**src/rtl/bitser_pkg.sv**
```systemverilog
`timescale 1ns/1ps
package bitser_pkg;

    typedef enum logic [2:0] {
        PH_FETCH  = 3'd0,
        PH_DECODE = 3'd1,
        PH_OPND   = 3'd2,
        PH_SHIFT  = 3'd3,
        PH_WRITE  = 3'd4,
        PH_UPDATE = 3'd5
    } phase_e;

    // operation code in the top bits of an instruction word
    typedef enum logic [1:0] {
        OP_ADD    = 2'b00,
        OP_NOR    = 2'b01,
        OP_STORE  = 2'b10,
        OP_JMPNEG = 2'b11
    } opcode_e;

endpackage

```
**src/rtl/bitser_alu_slice.sv**
```systemverilog
`timescale 1ns/1ps
// One-bit arithmetic/logic slice: full adder or NOR
module bitser_alu_slice (
    input  logic a_bit,
    input  logic b_bit,
    input  logic carry_in,
    input  logic sel_nor,
    output logic res_bit,
    output logic carry_out
);
    logic half_sum;

    always_comb begin
        half_sum  = a_bit ^ b_bit;
        carry_out = (a_bit & b_bit) | (carry_in & half_sum);
        res_bit   = sel_nor ? ~(a_bit | b_bit) : (half_sum ^ carry_in);
    end
endmodule

```
**src/rtl/bitser_step_ctr.sv**
```systemverilog
`timescale 1ns/1ps
// Microcycle counter: counts 0..LAST while enabled, wraps to 0 after LAST
module bitser_step_ctr #(
    parameter int CNT_W = 6,
    parameter int LAST  = 31
) (
    input  logic             clk,
    input  logic             rst,
    input  logic             clr,
    input  logic             en,
    output logic [CNT_W-1:0] count,
    output logic             last
);
    localparam logic [CNT_W-1:0] LAST_V = CNT_W'(LAST);
    localparam logic [CNT_W-1:0] STEP_V = CNT_W'(1);

    logic [CNT_W-1:0] cnt_d, cnt_q;

    always_comb begin
        cnt_d = cnt_q;
        if (clr) begin
            cnt_d = '0;
        end else if (en) begin
            cnt_d = (cnt_q == LAST_V) ? '0 : cnt_q + STEP_V;
        end
    end

    always_ff @(posedge clk) begin
        if (rst) cnt_q <= '0;
        else     cnt_q <= cnt_d;
    end

    assign count = cnt_q;
    assign last  = (cnt_q == LAST_V);

    // the count never leaves 0..LAST
    p_cnt_bound_r8: assert property (@(posedge clk) disable iff (rst)
        cnt_q <= LAST_V);

    // a clear always restarts the sequence at step 0
    p_cnt_clear_r8: assert property (@(posedge clk) disable iff (rst)
        clr |=> cnt_q == '0);
endmodule

```
**src/rtl/bitser_core.sv**
```systemverilog
`timescale 1ns/1ps
module bitser_core
    import bitser_pkg::*;
#(
    parameter int DATA_W = 32,
    parameter int OPC_W  = 2
) (
    input  logic                       clk,
    input  logic                       rst,
    output logic                       mem_req,
    output logic                       mem_we,
    output logic [DATA_W-OPC_W-1:0]    mem_addr,
    output logic [DATA_W-1:0]          mem_wdata,
    input  logic [DATA_W-1:0]          mem_rdata,
    input  logic                       mem_ready
);
    localparam int ADDR_W = DATA_W - OPC_W;
    localparam int CNT_W  = $clog2(DATA_W) + 1;
    localparam int LAST_STEP = DATA_W - 1;
    localparam logic [ADDR_W-1:0] IP_STEP = ADDR_W'(1);

    typedef struct packed {
        phase_e              phase;
        logic [ADDR_W-1:0]   ip;
        logic [ADDR_W-1:0]   mar;
        opcode_e             ir;
        logic [DATA_W:0]     acc;   // data bits plus one spill stage at the top
        logic [DATA_W-1:0]   opnd;  // fetched word / operand shift register
        logic                carry;
    } core_s;

    localparam core_s CORE_RST = '{
        phase: PH_FETCH, ip: '0, mar: '0, ir: OP_ADD,
        acc: '0, opnd: '0, carry: 1'b0
    };

    core_s r_q, r_d;

    logic             cnt_clr, cnt_en, cnt_last;
    logic [CNT_W-1:0] cnt_val;
    logic             alu_res, alu_cout;
    opcode_e          dec_op;
    logic             jump_take;

    bitser_step_ctr #(
        .CNT_W (CNT_W),
        .LAST  (LAST_STEP)
    ) u_step (
        .clk   (clk),
        .rst   (rst),
        .clr   (cnt_clr),
        .en    (cnt_en),
        .count (cnt_val),
        .last  (cnt_last)
    );

    bitser_alu_slice u_slice (
        .a_bit     (r_q.acc[0]),
        .b_bit     (r_q.opnd[0]),
        .carry_in  (r_q.carry),
        .sel_nor   (r_q.ir == OP_NOR),
        .res_bit   (alu_res),
        .carry_out (alu_cout)
    );

    always_comb begin
        r_d       = r_q;
        cnt_clr   = 1'b0;
        cnt_en    = 1'b0;
        dec_op    = opcode_e'(r_q.opnd[DATA_W-1 -: OPC_W]);
        jump_take = (r_q.ir == OP_JMPNEG) && r_q.acc[DATA_W-1];

        unique case (r_q.phase)
            PH_FETCH: begin
                if (mem_ready) begin
                    r_d.opnd  = mem_rdata;
                    r_d.phase = PH_DECODE;
                end
            end
            PH_DECODE: begin
                r_d.ir    = dec_op;
                r_d.mar   = r_q.opnd[ADDR_W-1:0];
                r_d.carry = 1'b0;
                cnt_clr   = 1'b1;
                unique case (dec_op)
                    OP_ADD, OP_NOR: r_d.phase = PH_OPND;
                    OP_STORE:       r_d.phase = PH_WRITE;
                    default:        r_d.phase = PH_UPDATE;
                endcase
            end
            PH_OPND: begin
                if (mem_ready) begin
                    r_d.opnd  = mem_rdata;
                    r_d.phase = PH_SHIFT;
                end
            end
            PH_SHIFT: begin
                cnt_en   = 1'b1;
                r_d.acc  = {alu_res, r_q.acc[DATA_W:1]};
                r_d.opnd = {1'b0, r_q.opnd[DATA_W-1:1]};
                if (r_q.ir == OP_ADD) r_d.carry = alu_cout;
                if (cnt_last) r_d.phase = PH_UPDATE;
            end
            PH_WRITE: begin
                if (mem_ready) r_d.phase = PH_UPDATE;
            end
            PH_UPDATE: begin
                if (r_q.ir == OP_ADD || r_q.ir == OP_NOR) begin
                    // result sits one place high after the last shift
                    r_d.acc = {1'b0, r_q.acc[DATA_W:1]};
                end
                r_d.ip    = jump_take ? r_q.mar : r_q.ip + IP_STEP;
                r_d.phase = PH_FETCH;
            end
            default: r_d.phase = PH_FETCH;
        endcase
    end

    always_ff @(posedge clk) begin
        if (rst) r_q <= CORE_RST;
        else     r_q <= r_d;
    end

    always_comb begin
        mem_req   = (r_q.phase == PH_FETCH) || (r_q.phase == PH_OPND) ||
                    (r_q.phase == PH_WRITE);
        mem_we    = (r_q.phase == PH_WRITE);
        mem_addr  = (r_q.phase == PH_FETCH) ? r_q.ip : r_q.mar;
        mem_wdata = r_q.acc[DATA_W-1:0];
    end

    // state right after reset
    p_reset_state_r1: assert property (@(posedge clk) disable iff (rst)
        $past(rst) |-> (r_q.ip == '0 && r_q.acc == '0 && !r_q.carry &&
                        cnt_val == '0 && mem_req && !mem_we && mem_addr == '0));

    // request and its attributes hold until ready
    p_req_hold_r9: assert property (@(posedge clk) disable iff (rst)
        (mem_req && !mem_ready) |=> (mem_req && $stable(mem_addr) &&
                                     $stable(mem_we) && $stable(mem_wdata)));

    // carry starts at zero when the shift phase begins
    p_carry_clear_r3: assert property (@(posedge clk) disable iff (rst)
        (r_q.phase == PH_OPND && mem_ready) |=> (r_q.phase == PH_SHIFT && !r_q.carry));

    // taken jump loads the operand address
    p_jump_taken_r6: assert property (@(posedge clk) disable iff (rst)
        (r_q.phase == PH_UPDATE && r_q.ir == OP_JMPNEG && r_q.acc[DATA_W-1])
        |=> (r_q.ip == $past(r_q.mar) && mem_addr == $past(r_q.mar)));

    // otherwise the pointer steps by one
    p_ip_step_r6: assert property (@(posedge clk) disable iff (rst)
        (r_q.phase == PH_UPDATE && !(r_q.ir == OP_JMPNEG && r_q.acc[DATA_W-1]))
        |=> r_q.ip == $past(r_q.ip) + IP_STEP);

    // a jump makes no access after its fetch
    p_jump_no_access_r7: assert property (@(posedge clk) disable iff (rst)
        (r_q.phase == PH_DECODE && r_q.opnd[DATA_W-1 -: OPC_W] == OP_JMPNEG)
        |=> !mem_req);

    // writes only come from a store
    p_write_only_store_r7: assert property (@(posedge clk) disable iff (rst)
        mem_we |-> (mem_req && r_q.ir == OP_STORE));

    // last counted step ends the shift phase
    p_shift_end_r8: assert property (@(posedge clk) disable iff (rst)
        (r_q.phase == PH_SHIFT && cnt_last) |=> r_q.phase == PH_UPDATE);

    // shift phase is not left early
    p_shift_stay_r8: assert property (@(posedge clk) disable iff (rst)
        (r_q.phase == PH_SHIFT && !cnt_last) |=> r_q.phase == PH_SHIFT);
endmodule

```
**config.mk**
```make
export PLATFORM = sky130hd
export DESIGN_NAME = bitser_core
export DESIGN_NICKNAME = d
export VERILOG_FILES = /design/src/rtl/bitser_pkg.sv /design/src/rtl/bitser_alu_slice.sv /design/src/rtl/bitser_step_ctr.sv /design/src/rtl/bitser_core.sv
export SDC_FILE = /design/constraint.sdc
export NUM_CORES = 1
export LEC_CHECK = 0
export BUFFER_PORTS_ARGS = -buffer_cell sky130_fd_sc_hd__buf_2
export CELL_PAD_IN_SITES_DETAIL_PLACEMENT = 0
export CELL_PAD_IN_SITES_GLOBAL_PLACEMENT = 1
export CORE_MARGIN = 2
export CORE_UTILIZATION = 30
export DETAILED_ROUTE_END_ITERATION = 12
export GPL_ROUTABILITY_DRIVEN = 0
export GPL_TIMING_DRIVEN = 0
export PLACE_DENSITY_LB_ADDON = 0.15
export SETUP_SLACK_MARGIN = 0.05
export SYNTH_ARGS = -nofsm -noshare
export SYNTH_HDL_FRONTEND = slang
export SYNTH_SLANG_ARGS = --single-unit
```
**constraint.sdc**
```tcl
create_clock -name clk -period 1.7 [get_ports clk]
set_input_delay 0.255 -clock clk [delete_from_list [all_inputs] [get_ports clk]]
set_output_delay 0.255 -clock clk [all_outputs]
set_load 0.02 [all_outputs]
```
==> load_flow_metrics.sql <==
INSERT INTO impl_metrics (metric_group, metric, value, unit) VALUES
('logic_synthesis', 'synth_area_leader_cell', 'dfxtp_1', ''),
('cells_and_area', 'area_of_the_multi_input_gates', '4110', 'um^2'),
('logic_synthesis', 'synth_nets', '927', ''),
('clock_network', 'worstSkewPairLatency', '420', 'ps'),
('pwr', 'peakVddDrop', '0.574', 'mV'),
('timing', 'timing_limited_maximum_frequency', '469', 'MHz'),
('clock_network', 'cts_sinks', '137', ''),
('cells_and_area', 'area_growth', '44.0', '%'),
('floorplanning', 'die-height', '156', 'um'),
('global_route', 'globalRouteOverflowTotal', '0', ''),
('clock_network', 'cts-buffers-inserted', '17', ''),
('pwr', 'cellLeakagePower', '3.84', 'nW'),
('critical_path', 'cp_common_cell', 'buf_6', ''),
('timing', 'report.final.hold_viol_count', '0', ''),
('logic_synthesis', 'async_flop_share', '0', '%'),
('critical_path', 'critical_path_arrival', '1880', 'ps'),
('routing', 'postRouteAntennaNets', '0', ''),
('floorplanning', 'fp.dieArea', '24200', 'um^2'),
('place', 'port_buffers', '97', ''),
('logic_synthesis', 'post_synth_most_frequent_cells', 'nand2_1 (222), dfxtp_1 (137), a21oi_1 (89)', ''),
('routing', 'vias', '6994', ''),
('global_route', 'grt_pass1_vias', '6663', ''),
('logic_synthesis', 'seq_area_frac_synth', '39.8', '%'),
('logic_synthesis', 'synth_fa_ha_area_share', '0.836', '%'),
('floorplanning', 'num_io_pins', '99', ''),
('timing', 'postLayoutSetupSlackWorst', '-432', 'ps'),
('floorplanning', 'chipWidth', '156', 'um'),
('timing', 'grt_setup_unrepaired', 'true', ''),
('floorplanning', 'num_rows', '55', ''),
('cells_and_area', 'layout_cells_sized_above_1', '37.9', '%'),
('timing', 'clock-skew-final', '10.0', 'ps'),
('routing', 'routedWlPerCell', '18.3', 'um'),
('logic_synthesis', 'synth-compound-area-share', '19.2', '%'),
('timing', 'transition_at_the_pin_with_the_smallest_max_transition_slack', '705', 'ps'),
('pwr', 'total_power', '8.93', 'mW'),
('logic_synthesis', 'largest_family_of_logic_cells_by_synthesized_area', 'simple AND/OR/NAND/NOR gates', ''),
('outcome', 'violated_checks', 'setup timing', ''),
('logic_synthesis', 'post_synth_instance_area', '6890', 'um^2'),
('timing', 'post-route-period-util', '125', '%'),
('timing', 'worst_slew_margin_rel', '53.0', '%'),
('critical_path', 'critical_path.max_stage_delay', '330', 'ps'),
('outcome', 'outcome', 'finished, violations left', ''),
('logic_synthesis', 'synth.yosys.warnings', '0', ''),
('cells_and_area', 'fillCellCount', '2311', ''),
('timing', 'setup_viol_count_final', '49', ''),
('floorplanning', 'initial_utilization', '30.5', '%'),
('place', 'dp_hpwl', '16800', 'um'),
('clock_network', 'cts_root_buf', 'clkbuf_16', ''),
('clock_network', 'postCtsHoldBufs', '0', ''),
('logic_synthesis', 'synth-edff-count', '0', ''),
('timing', 'fin_tns_setup', '-13370', 'ps'),
('global_route', 'grt_first_pass_wirelength', '37900', 'um'),
('logic_synthesis', 'post_synth_and_or_nand_nor_area_fraction', '26.3', '%'),
('logic_synthesis', 'postSynthRegisterBits', '137', ''),
('critical_path', 'timing.critical_path.buf_inv', '4', ''),
('logic_synthesis', 'synthXorXnorAreaFrac', '0.254', '%'),
('critical_path', 'cp_top_family', 'buffers and inverters', ''),
('routing', 'routed_vias_inst', '5.20', ''),
('global_route', 'pin_count_of_the_biggest_net_entering_global_routing', '17', ''),
('logic_synthesis', 'synthesis.area_per_instance', '7.76', 'um^2'),
('timing', 'min_period', '2130', 'ps'),
('logic_synthesis', 'cell_types_occupying_the_most_area_after_synthesis', 'dfxtp_1 (40%), nand2_1 (12%), a21oi_1 (6.5%), mux2_2 (5.1%), a311oi_1 (3.9%)', ''),
('min_path', 'hold_path.class', 'in -> reg', ''),
('logic_synthesis', 'synth_top_area_share', '39.8', '%'),
('pwr', 'power.density_cell_area', '900', 'nW/um^2'),
('routing', 'first_pass_iters', '5', ''),
('global_route', 'total_routing_usage_reported_by_global_routing', '20.1', '%'),
('clock_network', 'clkSlewWorstSetupHoldPaths', '60', 'ps'),
('logic_synthesis', 'muxShareOfSynthArea', '5.36', '%'),
('critical_path', 'required_time_at_the_worst_slack_endpoint', '1440', 'ps'),
('routing', 'first_iter_violations', '506', '');
==> layer usage <==
layer | GRT usage (%) | vias up | part of all wire (%)
li1 | - | 3442 | -
met1 | 28.7 | 3294 | 48
met2 | 31.3 | 227 | 45
met3 | 3.31 | 31 | 5.1
met4 | 5.64 | 0 | 1.8
met5 | 0 | - | 0
==> power by group <==
group	switching (mW)	total (mW)	internal, mW
combinational	0.871	1.76	0.893
sequential	0.228	3.63	3.40
clock	1.49	3.54	2.04
total	2.59	8.93	6.33
==> metrics by stage <==
| step | cells | hold WS [ps] | utilization, % | area (um^2) | setup slack, ps |
|---|---|---|---|---|---|
| after floorplan | 888 | 417 | - | 6900 | 50.1 |
| after CTS | 1318 | 81.4 | 40.6 | 9160 | -479 |
| after global placement | 1270 | 444 | 34.3 | 7740 | -843 |
| after global routing | 1344 | 85.2 | 43.9 | 9910 | -470 |
| after detailed placement | 1270 | 447 | 34.3 | 7740 | -836 |
| final | 1344 | 95.3 | 43.9 | 9910 | -432 |
==> cell usage in the layout, fill, tap and decap left out, types with 17 or more instances in the layout <==
cell type and n:
a21oi_1 71, a21oi_2 17, a311oi_1 18, buf_2 68, buf_4 68, buf_6 52
clkbuf_16 26, dfxtp_1 117, mux2_4 25, nand2_1 210, nand4_1 20, nor2_1 45
==> state kept, by name (all words and copies together) (netlist names) <==
| name | flops |
|---|---|
| u_step.count | 6 |
| dec_op | 2 |
| r_q | 97 |
| mem_wdata | 32 |
==> cell families after synthesis <==
| kind of cell | Yosys count |
|---|---|
| buffers and inverters | 117 |
| flip-flops | 137 |
| AND/OR/NAND/NOR | 392 |
| XOR/XNOR | 2 |
| multiplexers | 33 |
| adder cells (fa/ha/maj) | 4 |
| AO/OA/AOI/OAI | 203 |
==> final cells by class <==
| type | instances | share of cell area [%] |
|---|---|---|
| Multi-Input combinational cell | 634 | 41.5 |
| Sequential cell | 137 | 28.1 |
| Timing Repair Buffer | 150 | 12.8 |
| Buffer | 93 | 8.01 |
| Clock buffer | 20 | 4.51 |
| Tap cell | 285 | 3.60 |
| Clock inverter | 11 | 1.01 |
| Inverter | 14 | 0.530 |
==> final timing paths <==
kind	start	end	slack (ps)	cells after the start
worst max-delay path	r_q[128]	mem_addr[12]	-430	6
worst max register to register	r_q[129]	r_q[123]	-120	6
worst min-delay path	mem_rdata[4]	r_q[5]	100	3
worst min register to register	r_q[65]	r_q[65]	460	2
==> tightest hold or removal path, stage by stage <==
cell and delay [ps]:
buf_2 90, nand2_1 40, a311oi_1 80
==> repair_timing <==
action | 4_1_cts | 5_1_grt
endpoints found under the setup margin | 163 | 141
resized for setup | 209 | 171
setup buffers | 22 | 21
cloned | 4 | 6
pin swaps | 21 | 58
(Power assumes the default switching activity.)
